**src/rtl/tc_pkg.sv**
```systemverilog
package tc_pkg;
    typedef enum logic [1:0] {
        PH_IDLE = 2'd0,
        PH_RUN  = 2'd1,
        PH_DONE = 2'd2
    } phase_e;
endpackage

```
**src/rtl/tc_compose.sv**
```systemverilog
// One squaring step: out(i,j) = in(i,j) | OR_k in(i,k) & in(k,j)
module tc_compose #(
    parameter int N = 8
) (
    input  logic [N*N-1:0] mat_i,
    output logic [N*N-1:0] next_o
);
    for (genvar i = 0; i < N; i++) begin : g_row
        for (genvar j = 0; j < N; j++) begin : g_col
            logic [N-1:0] hop;
            for (genvar k = 0; k < N; k++) begin : g_mid
                assign hop[k] = mat_i[i*N+k] & mat_i[k*N+j];
            end
            assign next_o[i*N+j] = (|hop) | mat_i[i*N+j];
        end
    end
endmodule

```
**src/rtl/tc_rowcount.sv**
```systemverilog
module tc_rowcount #(
    parameter int N  = 8,
    parameter int IW = $clog2(N),
    parameter int CW = IW + 1
) (
    input  logic [N*N-1:0] mat_i,
    input  logic [IW-1:0]  row_i,
    output logic [N-1:0]   row_o,
    output logic [CW-1:0]  count_o
);
    always_comb begin
        row_o   = mat_i[row_i*N +: N];
        count_o = '0;
        for (int k = 0; k < N; k++) begin
            count_o = count_o + CW'(row_o[k]);
        end
    end
endmodule

```
**src/rtl/tc_closure_engine.sv**
```systemverilog
module tc_closure_engine
    import tc_pkg::*;
#(
    parameter int N  = 8,
    parameter int IW = $clog2(N),
    parameter int CW = IW + 1
) (
    input  logic           clk,
    input  logic           rst_n,
    input  logic           load_i,
    input  logic [N*N-1:0] rel_i,
    input  logic           start_i,
    input  logic [IW-1:0]  row_i,
    input  logic [IW-1:0]  col_i,
    output logic           member_o,
    output logic [CW-1:0]  count_o,
    output logic           valid_o
);
    localparam int STEPS = IW;
    localparam logic [IW-1:0] LAST = IW'(STEPS - 1);

    typedef struct packed {
        phase_e          phase;
        logic [IW-1:0]   step;
        logic [N*N-1:0]  mat;
    } state_t;

    state_t q, d;
    logic [N*N-1:0] sq_mat;
    logic [N-1:0]   row_bits;

    tc_compose #(.N(N)) u_compose (
        .mat_i  (q.mat),
        .next_o (sq_mat)
    );

    tc_rowcount #(.N(N), .IW(IW), .CW(CW)) u_rowcount (
        .mat_i   (q.mat),
        .row_i   (row_i),
        .row_o   (row_bits),
        .count_o (count_o)
    );

    always_comb begin
        d = q;
        if (load_i) begin
            d.mat   = rel_i;
            d.phase = PH_IDLE;
            d.step  = '0;
        end else begin
            case (q.phase)
                PH_IDLE: begin
                    if (start_i) begin
                        d.phase = PH_RUN;
                        d.step  = '0;
                    end
                end
                PH_RUN: begin
                    d.mat = sq_mat;
                    if (q.step == LAST) begin
                        d.step  = '0;
                        d.phase = PH_DONE;
                    end else begin
                        d.step = q.step + 1'b1;
                    end
                end
                default: ;
            endcase
        end
    end

    always_ff @(posedge clk or negedge rst_n) begin
        if (!rst_n) begin
            q.phase <= PH_IDLE;
            q.step  <= '0;
            q.mat   <= '0;
        end else begin
            q <= d;
        end
    end

    assign member_o = row_bits[col_i];
    assign valid_o  = (q.phase == PH_DONE);

    // a load always leaves the block not ready
    assert_load_clears_valid_R8: assert property (@(posedge clk) disable iff (!rst_n)
        load_i |=> !valid_o);

    // step counter rests at zero outside the run phase
    assert_step_idle_R3: assert property (@(posedge clk) disable iff (!rst_n)
        (q.phase != PH_RUN) |-> (q.step == '0));

    // an accepted start enters the run phase
    assert_start_runs_R3: assert property (@(posedge clk) disable iff (!rst_n)
        (q.phase == PH_IDLE && start_i && !load_i) |=> (q.phase == PH_RUN));

    // squaring only adds pairs, never removes one
    assert_grow_only_R4: assert property (@(posedge clk) disable iff (!rst_n)
        (q.phase == PH_RUN && !load_i) |=> ((q.mat & $past(q.mat)) == $past(q.mat)));

    // a finished result is held until the next load
    assert_hold_result_R7: assert property (@(posedge clk) disable iff (!rst_n)
        (valid_o && !load_i) |=> (valid_o && $stable(q.mat)));

    // a set member implies a non-empty row
    assert_count_member_R5: assert property (@(posedge clk) disable iff (!rst_n)
        member_o |-> (count_o != '0));
endmodule

```
**config.mk**
```make
export PLATFORM = sky130hd
export DESIGN_NAME = tc_closure_engine
export DESIGN_NICKNAME = d
export VERILOG_FILES = /design/src/rtl/tc_pkg.sv /design/src/rtl/tc_compose.sv /design/src/rtl/tc_rowcount.sv /design/src/rtl/tc_closure_engine.sv
export SDC_FILE = /design/constraint.sdc
export NUM_CORES = 1
export LEC_CHECK = 0
export BUFFER_PORTS_ARGS = -buffer_cell sky130_fd_sc_hd__clkbuf_2
export CAP_MARGIN = 20
export CORE_AREA = 2 2 142 144
export CTS_CLUSTER_SIZE = 14
export DETAILED_ROUTE_END_ITERATION = 10
export DIE_AREA = 0 0 144 146
export PLACE_DENSITY_LB_ADDON = 0.15
export SKIP_LAST_GASP = 1
export SLEW_MARGIN = 20
export SYNTH_ARGS = -nofsm -noshare
export SYNTH_HDL_FRONTEND = slang
export SYNTH_SLANG_ARGS = --single-unit
export TNS_END_PERCENT = 10
```
**constraint.sdc**
```tcl
create_clock -name clk -period 12.6 [get_ports clk]
set_clock_uncertainty 0.2 [all_clocks]
set_input_delay 1.89 -clock clk [delete_from_list [all_inputs] [get_ports clk]]
set_output_delay 1.89 -clock clk [all_outputs]
set_load 0.05 [all_outputs]
```
After elaboration in Yosys (flattened, before gate mapping)
Cells that the tools add are included.
{"block": "op_classes", "add_sub_neg": 8, "mul": 0, "n_div": 0, "n_lt_le_gt_ge": 1, "n_eq_ne": 5, "n_shift": 1, "mux": 8, "bitwise_logic": 540, "n_reduce_logical": 69}
{"op": "$reduce_or A8 Y1", "n": 64}
{"op": "$and A1 B1 Y1", "n": 476}
{"op": "$mux W69", "n": 1}
{"op": "$mux W64", "n": 1}
{"op": "$or A1 B1 Y1", "n": 64}
{"op": "$shiftx A64 B7 Y8", "n": 1}
{"op": "$add A4 B1 Y4", "n": 6}
{"op": "$pmux W5 S2", "n": 1}
{"op": "$ne A3 B3 Y1 const B", "n": 2}
{"op": "$mux W5", "n": 1}
{"op": "$lt A3 B4 Y1 const B", "n": 1}
{"op": "$add A3 B1 Y3 const B", "n": 1}
{"op": "$bmux W1 S3", "n": 1}
{"op": "$eq A3 B2 Y1 const B", "n": 1}
{"op": "$mux W3", "n": 1}
{"op": "$reduce_and A3 Y1", "n": 1}
{"op": "$reduce_bool A3 Y1", "n": 1}
{"op": "$add A1 B1 Y2", "n": 1}
{"op": "$eq A2 B1 Y1 const B", "n": 1}
{"op": "$eq A2 B2 Y1 const B", "n": 1}
{"op": "$logic_not A2 Y1", "n": 1}
{"op": "$mux W2", "n": 1}
{"op": "$reduce_and A2 Y1", "n": 1}
{"op": "$reduce_bool A2 Y1", "n": 1}
{"op": "$mux W1", "n": 1}
{"block": "totals", "ff_bits": 69, "latch_bits": 0, "mem_bits_rw": 0, "rom_bits": 0, "output_inout_bits": 6, "mem_count": 0}

Longest topological paths before layout
Gate-level depths: netlist of run 1.
{"block": "logic_depth", "word_depth": 8, "depth_mapped": 12, "depth_no_buf": 11}

Cells and area by module
From an unflattened synthesis of run 1, not the netlist that was laid out.
{"block": "unflattened", "cells_unflattened": 607, "area_unflattened_um2": 6441.2}
{"module": "tc_closure_engine", "instances": 1, "cells_per_inst": 239, "area_per_inst_um2": 3488.3, "seq_area_each_um2": 1726.7}
{"module": "tc_compose", "instances": 1, "cells_per_inst": 321, "area_per_inst_um2": 2218.4, "seq_area_each_um2": 0.0}
{"module": "tc_rowcount", "instances": 1, "cells_per_inst": 47, "area_per_inst_um2": 734.5, "seq_area_each_um2": 0.0}

Worst setup path before layout of run 1
No wires, ideal clock.
{"block": "synth_timing", "path_kind": "in2out", "from": "input row_i[2]", "to": "output count_o[2]", "arrival_ns": 5.498, "required_ns": 10.510, "path_slack_ns": 5.012, "path_stages": 12, "cell_sequence": "buf_6 mux4_2 mux2_4 ha_1 inv_1 fa_1 fa_1 inv_1 fa_1 inv_1 fa_1 xnor2_1"}
{"block": "synth_between", "elab_chain_len": 8}
{"element": "start, declared", "line_no": "tc_closure_engine.sv:13", "rtl": "input logic [IW-1:0] row_i,"}
{"element": "$shiftx A64 B7 Y8 (*)", "line_no": "tc_rowcount.sv:12", "rtl": "row_o = mat_i[row_i*N +: N];"}
{"element": "$add A1 B1 Y2", "line_no": "tc_rowcount.sv:15", "rtl": "count_o = count_o + CW'(row_o[k]);"}
{"element": "$add A4 B1 Y4 (5 in series)", "line_no": "tc_rowcount.sv:15"}
{"element": "$add A4 B1 Y4 (*)", "line_no": "tc_rowcount.sv:15"}
{"element": "end, declared", "line_no": "tc_closure_engine.sv:16", "rtl": "output logic [CW-1:0] count_o,"}
Every way passes the cells marked *; elsewhere a longest branch is shown, timed or not.

Final worst setup path of run 1
{"block": "layout_timing", "from": "input row_i[1]", "to": "output count_o[1]"}
Same word-level chain as after synthesis.

==> flow_summary.ini, run 1 <==
[pwr]
pwr-share-seq_pct = 34.5
power_frac_clock_pct = 22.6
static-leakage-power_nw = 2.69
pwr-share-comb_pct = 42.9
switching_share_pct = 47.5
ir_drop_v = 0.0000728
p_sw_mw = 0.598
power_density_mw_per_mm2 = 191
internal_power_mw = 0.662

[timing]
fin_crit_ns = 7.78
tightest_slew_ns = 0.958
setup_viol = 0
finalHoldViolCount = 0
rsz0062_at_grt = false
timing.setup.tns_ns = 0
min_period_over_period_pct = 61.8
finalMaxSlewViolations = 0
relSlewSlack_pct = 36.1
timing.hold.ws_ns = 0.327
fmax_mhz = 128

[worst_setup_path]
arrival_ns = 5.69
worst-endpoint-required_ns = 10.51
end_kind = output port
critPathMaxFanout = 13
startpoint_type = input port
crit_type = in2out

[finish]
final_cell_mix = a22oi_1, clkbuf_2, dfrtp_1, nand3_1, nor2b_1
largest_reg_flops = 69
top_register = q
final_common_cell = a22oi_1
area_growth_pct = 15.3
n_antenna_cell = 0
reg_top3 = q x69
drive_above_1_share_pct = 19.8
layout.nets = 743
nFillCells = 2019

[clock_tree]
cts_made_buffers = 9
clkTransAtPathRegs_ns = 0.06
cts_resized = 0
clk_latency_ns = 0.35
cts_root_buffer = clkbuf_16
cts_max_level = 3
cts_tree = done
holdBufCountCts = 0
post_cts.repair.setup_buffers = 0
clock_path_buffers = 2
clock_sinks = 69

[logic_synthesis]
syn-num-nets = 714
netlist_instances = 633
synth_cell_types = 33
ys_seq_area_share_pct = 30.2
synth_area_sq_mm = 0.00572
syn_area_per_cell_sq_um = 9.04
yosys_warnings = 0
ys_seq_elements = 69

[detailed_routing]
vias = 6202
wl_per_cell_um = 27.7
drt_iter0_markers = 1137
drt-total-wl_um = 25800
dr.pass1.iters = 7
drc = 0
ant_nets = 0
routed_via_density = 6.65

[placement]
place.gp.congestion = 0.888
dp_hpwl_um = 15100
io_buffer_count = 79

[floorplan]
core_area_sq_mm = 0.0193
die_h_um = 146
start_util_pct = 29.6
die_width_um = 144
die_area_sq_mm = 0.0210
rows = 51
io_pins = 80

[global_route]
antenna_found_initial = 0
grt_pass1_vias = 6158
grt_pass1_wl_um = 39300
grt-ovfl-total = 0
grt_use_total_pct = 24.7
grt_max_degree = 70

[hold_path]
hold_class = reg2reg

[flow_run]
max_cap_violations = 0

[outcome]
status = complete, no violations
## Yosys cell counts
library cell	count	area (sq um)
nand2_1	9	33.8
nand2b_1	2	12.5
mux2_4	1	15.0
a21oi_1	27	135
o211ai_2	1	12.5
a311oi_1	1	8.76
mux4_1	5	131
clkbuf_1	68	255
buf_6	3	33.8
o21ai_1	4	20.0
mux2i_1	4	40.0
a21oi_2	1	8.76
xnor2_1	1	8.76
nand4b_1	1	8.76
mux2_2	1	11.3
a31oi_1	4	25.0
mux4_2	11	248
buf_2	7	35.0
nor2_1	13	48.8
a22oi_1	188	1410
dfrtp_1	69	1730
buf_1	3	11.3
mux2i_2	1	13.8
a22o_1	4	35.0
a221o_1	54	541
fa_1	4	80.1
nor3_1	1	5.00
nor2b_1	56	350
o2111ai_1	1	8.76
nand4_1	7	43.8
inv_1	21	78.8
nand3_1	57	285
ha_1	3	37.5
## final cells by class
type	count	area [sq um]	share of cell area, %
tap	265	332	5.03
inverter	21	78.8	1.19
timing repair buffer	99	548	8.31
clock buffer	10	239	3.62
clock inverter	6	86.3	1.31
sequential	69	1730	26.2
multi-input combinational	462	3590	54.4
## power groups by stage
stage	Sequential [mW]	Clock [mW]	Combinational [mW]
2_1_floorplan	0.314	0	0.449
3_3_place_gp	0.425	0	0.524
3_5_place_dp	0.423	0	0.534
4_1_cts	0.420	0.289	0.536
5_1_grt	0.433	0.299	0.594
6_report	0.434	0.285	0.540
## logic make-up (layout without fill, tap and decap cells)
family          after synthesis  in the layout  synth area share, %
compound gates              285            285                 38.6
fa+ha+maj                     7              7                 2.06
buf+inv                     102            136                 7.24
simple gates                146            146                 13.8
flops                        69             69                 30.2
xor+xnor                      1              1                0.153
mux                          23             23                 8.03
## through the flow
step           cell area, sq um  setup slack, ns  power, mW  cells  util, %
2_1_floorplan              5720             5.01      0.762    633        -
3_3_place_gp               6270             4.89      0.949    916     32.4
3_5_place_dp               6270             4.82      0.957    916     32.4
4_1_cts                    6600             4.81       1.25    932     34.1
5_1_grt                    6600             4.63       1.33    932     34.1
6_report                   6600             4.82       1.26    932     34.1
## per-layer routing
layer	GRT usage, %	vias up	wire length, um
met2	35.8	472	11100
met4	9.22	0	1030
met1	35.0	3044	10700
met5	2.15	-	0
li1	-	2598	-
met3	6.45	88	2920
## worst max-delay path, cell delays in order
cell	delay, ns
clkbuf_2	0.36
mux4_1	0.61
mux2_2	0.31
ha_1	0.30
inv_1	0.07
fa_1	0.42
fa_1	0.50
inv_1	0.05
fa_1	0.38
inv_1	0.09
fa_1	0.38
inv_1	0.06
clkbuf_2	0.26
## worst paths after layout
kind                       slack (ns)  depth (start not counted)  startpoint    endpoint
setup / recovery                 4.82                         13    row_i[1]  count_o[1]
hold / removal                   0.33                          1       q[65]       q[65]
setup reg to reg                10.62                          5       q[68]       q[66]
hold reg to reg                  0.33                          1       q[65]       q[65]
max in group asynchronous       10.00                          2       rst_n       q[67]
min in group asynchronous        1.57                          2       rst_n       q[21]
No activity file was read; power rests on OpenSTA's default activity.
==> run 2: changes to the inputs <==
--- a/config.mk
+++ b/config.mk
@@ -5,12 +5,13 @@
 export SDC_FILE = /design/constraint.sdc
 export NUM_CORES = 1
 export LEC_CHECK = 0
+export ABC_AREA = 1
 export BUFFER_PORTS_ARGS = -buffer_cell sky130_fd_sc_hd__clkbuf_2
 export CAP_MARGIN = 20
-export CORE_AREA = 2 2 142 144
+export CORE_AREA = 2 2 144 146
 export CTS_CLUSTER_SIZE = 14
 export DETAILED_ROUTE_END_ITERATION = 10
-export DIE_AREA = 0 0 144 146
+export DIE_AREA = 0 0 146 148
 export PLACE_DENSITY_LB_ADDON = 0.15
 export SKIP_LAST_GASP = 1
 export SLEW_MARGIN = 20
==> constraint.sdc (replaced) <==
create_clock -name clk -period 6.6 [get_ports clk]
set_clock_uncertainty 0.2 [all_clocks]
set_input_delay 0.99 -clock clk [delete_from_list [all_inputs] [get_ports clk]]
set_output_delay 0.99 -clock clk [all_outputs]
set_load 0.05 [all_outputs]
==> run 2 against run 1 <==
Effect of this change:
- register-to-register slack got worse by 6.1 ns
- synthesized cell count rose by 41%
- utilization fell by 0.90 points
- non-clock buffer count fell by 13
- wire length rose by 23%
- worst hold slack got worse by 0.0024 ns
- via count rose by 19%
- critical path type unchanged
- largest power group unchanged
==> flow_summary.ini, run 2 <==
[timing]
timing.setup.tns_ns = 0
rsz0062_at_grt = false
min_period_over_period_pct = 88.5
setup_viol = 0
relSlewSlack_pct = 27.9
tightest_slew_ns = 1.08
finalHoldViolCount = 0
fmax_mhz = 171
fin_crit_ns = 5.84
finalMaxSlewViolations = 0
setup_slack_ns = 0.756
timing.hold.ws_ns = 0.324

[placement]
place.gp.congestion = 1.03
placed_cell_area_sq_mm = 0.00634
post-place-ws_ns = 0.792
dp_hpwl_um = 21100
io_buffer_count = 79

[detailed_routing]
drt_iter0_markers = 1142
ant_nets = 0
dr.pass1.iters = 6
vias = 7389
drc = 0
drt-total-wl_um = 31800
wl_per_cell_um = 26.5
routed_via_density = 6.15

[logic_synthesis]
ys_seq_area_share_pct = 29.1
yosys_most_used_dff = dfrtp_1
synth_edf_count = 0
synth_cell_types = 38
syn-num-nets = 976
ys_top_cells_by_area = dfrtp_1, nand2_1, o22ai_1
yosysMostFrequentCell = nand2_1
yosys.area.top_type_share_pct = 29.1
ys_seq_elements = 69
synth_top_cells_by_count = nand2_1, o21ai_0, o22ai_1
synth_area_sq_mm = 0.00593
syn_area_per_cell_sq_um = 6.62
netlist_instances = 895
yosys_warnings = 0
synth_top_cell_by_area = dfrtp_1
async_flop_share_pct = 100

[outcome]
status = complete, no violations

[finish]
n_antenna_cell = 0
largest_reg_flops = 69
top_register = q
fin_util_pct = 33.2
layout.nets = 1007
drive_above_1_share_pct = 13.3
area_growth_pct = 12.3
final_common_cell = nand2_1
reg_top3 = q x69
final_cell_mix = nand2_1, o21ai_0, clkbuf_2, o22ai_1, dfrtp_1
fin_area_sq_mm = 0.00666

[clock_tree]
cts_root_buffer = clkbuf_16
clock_path_buffers = 2
cts_made_buffers = 9
cts_max_level = 3
holdBufCountCts = 0
clk_latency_ns = 0.37
post_cts.repair.setup_buffers = 0
cts_resized = 0
clkTransAtPathRegs_ns = 0.06
clock_sinks = 69
cts_tree = done

[worst_setup_path]
max_stage_delay_ns = 0.49
cpMostUsedCell = inv_1
arrival_ns = 4.65
worst-endpoint-required_ns = 5.41
r2r_slack_ns = 4.49
crit_type = in2out
end_kind = output port
cp_cell_sequence = clkbuf_2, inv_8, nand2_1, nand3_1, nand3_1, nand2_1, inv_1, ha_1, inv_1, fa_1, fa_1, inv_1, fa_1, inv_1, fa_1, inv_1, clkbuf_2
critPathMaxFanout = 33
slowest_stage = fa_1
crit_family = adder cells
startpoint_type = input port
crit_buf_inv = 8

[floorplan]
start_util_pct = 29.6
io_pins = 80
rows = 52
die_h_um = 148
core_area_sq_mm = 0.0200
die_area_sq_mm = 0.0216
die_width_um = 146

[pwr]
ir_drop_v = 0.000215
static-leakage-power_nw = 3.06
power_density_mw_per_mm2 = 477

[hold_path]
hold_class = reg2reg

[global_route]
antenna_found_initial = 0
grt_pass1_vias = 7077
grt_max_degree = 102
grt_pass1_wl_um = 46900
grt_use_total_pct = 29.2
grt-ovfl-total = 0

[flow_run]
max_cap_violations = 0
==> run 2: cell types whose count changed in the layout (fill, tap and decap cells not counted), moves of 54 or more <==
cell / previous run / this run
nand2_1: 9 / 280
a22oi_1: 188 / 0
o21ai_0: 0 / 82
o22ai_1: 0 / 76
nor2b_1: 56 / 0
a221o_1: 54 / 0
==> run 2: path summary, 6_finish.rpt <==
| check | start | endpoint | depth (start not counted) |
|---|---|---|---|
| max | row_i[0] | count_o[1] | 17 |
| min | q[63] | q[63] | 1 |
| max reg2reg | q[67] | q[67] | 6 |
| min reg2reg | q[63] | q[63] | 1 |
| max in group asynchronous | rst_n | q[31] | 2 |
| min in group asynchronous | rst_n | q[8] | 2 |
==> run 2: cell families after synthesis <==
| family | after synthesis | share of synthesized area [%] |
|---|---|---|
| and+or+nand+nor | 426 | 30.4 |
| AOI/OAI and AO/OA | 242 | 26.3 |
| buffers and inverters | 148 | 11.7 |
| DFF | 69 | 29.1 |
| adders and majority gates | 7 | 1.98 |
| muxes | 2 | 0.422 |
| xor gates and xnor gates | 1 | 0.148 |
==> run 2: power by group <==
| part | total, mW | leakage [nW] | internal (mW) | switching, mW |
|---|---|---|---|---|
| clock network | 0.537 | 0.152 | 0.323 | 0.213 |
| logic | 1.72 | 2.11 | 0.498 | 1.22 |
| registers | 0.915 | 0.800 | 0.547 | 0.367 |
| total | 3.17 | 3.06 | 1.37 | 1.81 |
==> run 2: final cells by class <==
class                      count  area [sq um]
fill                        2312         13400
multi-input combinational    678          3510
sequential                    69          1730
timing repair buffer          86           450
tap                          270           338
inverter                      82           320
clock buffer                  13           270
clock inverter                 3          42.5
==> run 2: layer usage <==
layer / GRT usage [%] / routed length (um)
met5: 0 / 0
met4: 14.7 / 1780
met3: 8.09 / 3630
met2: 43.3 / 13400
met1: 39.0 / 13000
==> run 2: metrics by stage <==
step | cells | power [mW]
2_1_floorplan | 895 | 1.90
3_3_place_gp | 1185 | 2.56
3_5_place_dp | 1185 | 2.54
4_1_cts | 1201 | 3.08
5_1_grt | 1201 | 3.29
6_report | 1201 | 3.17
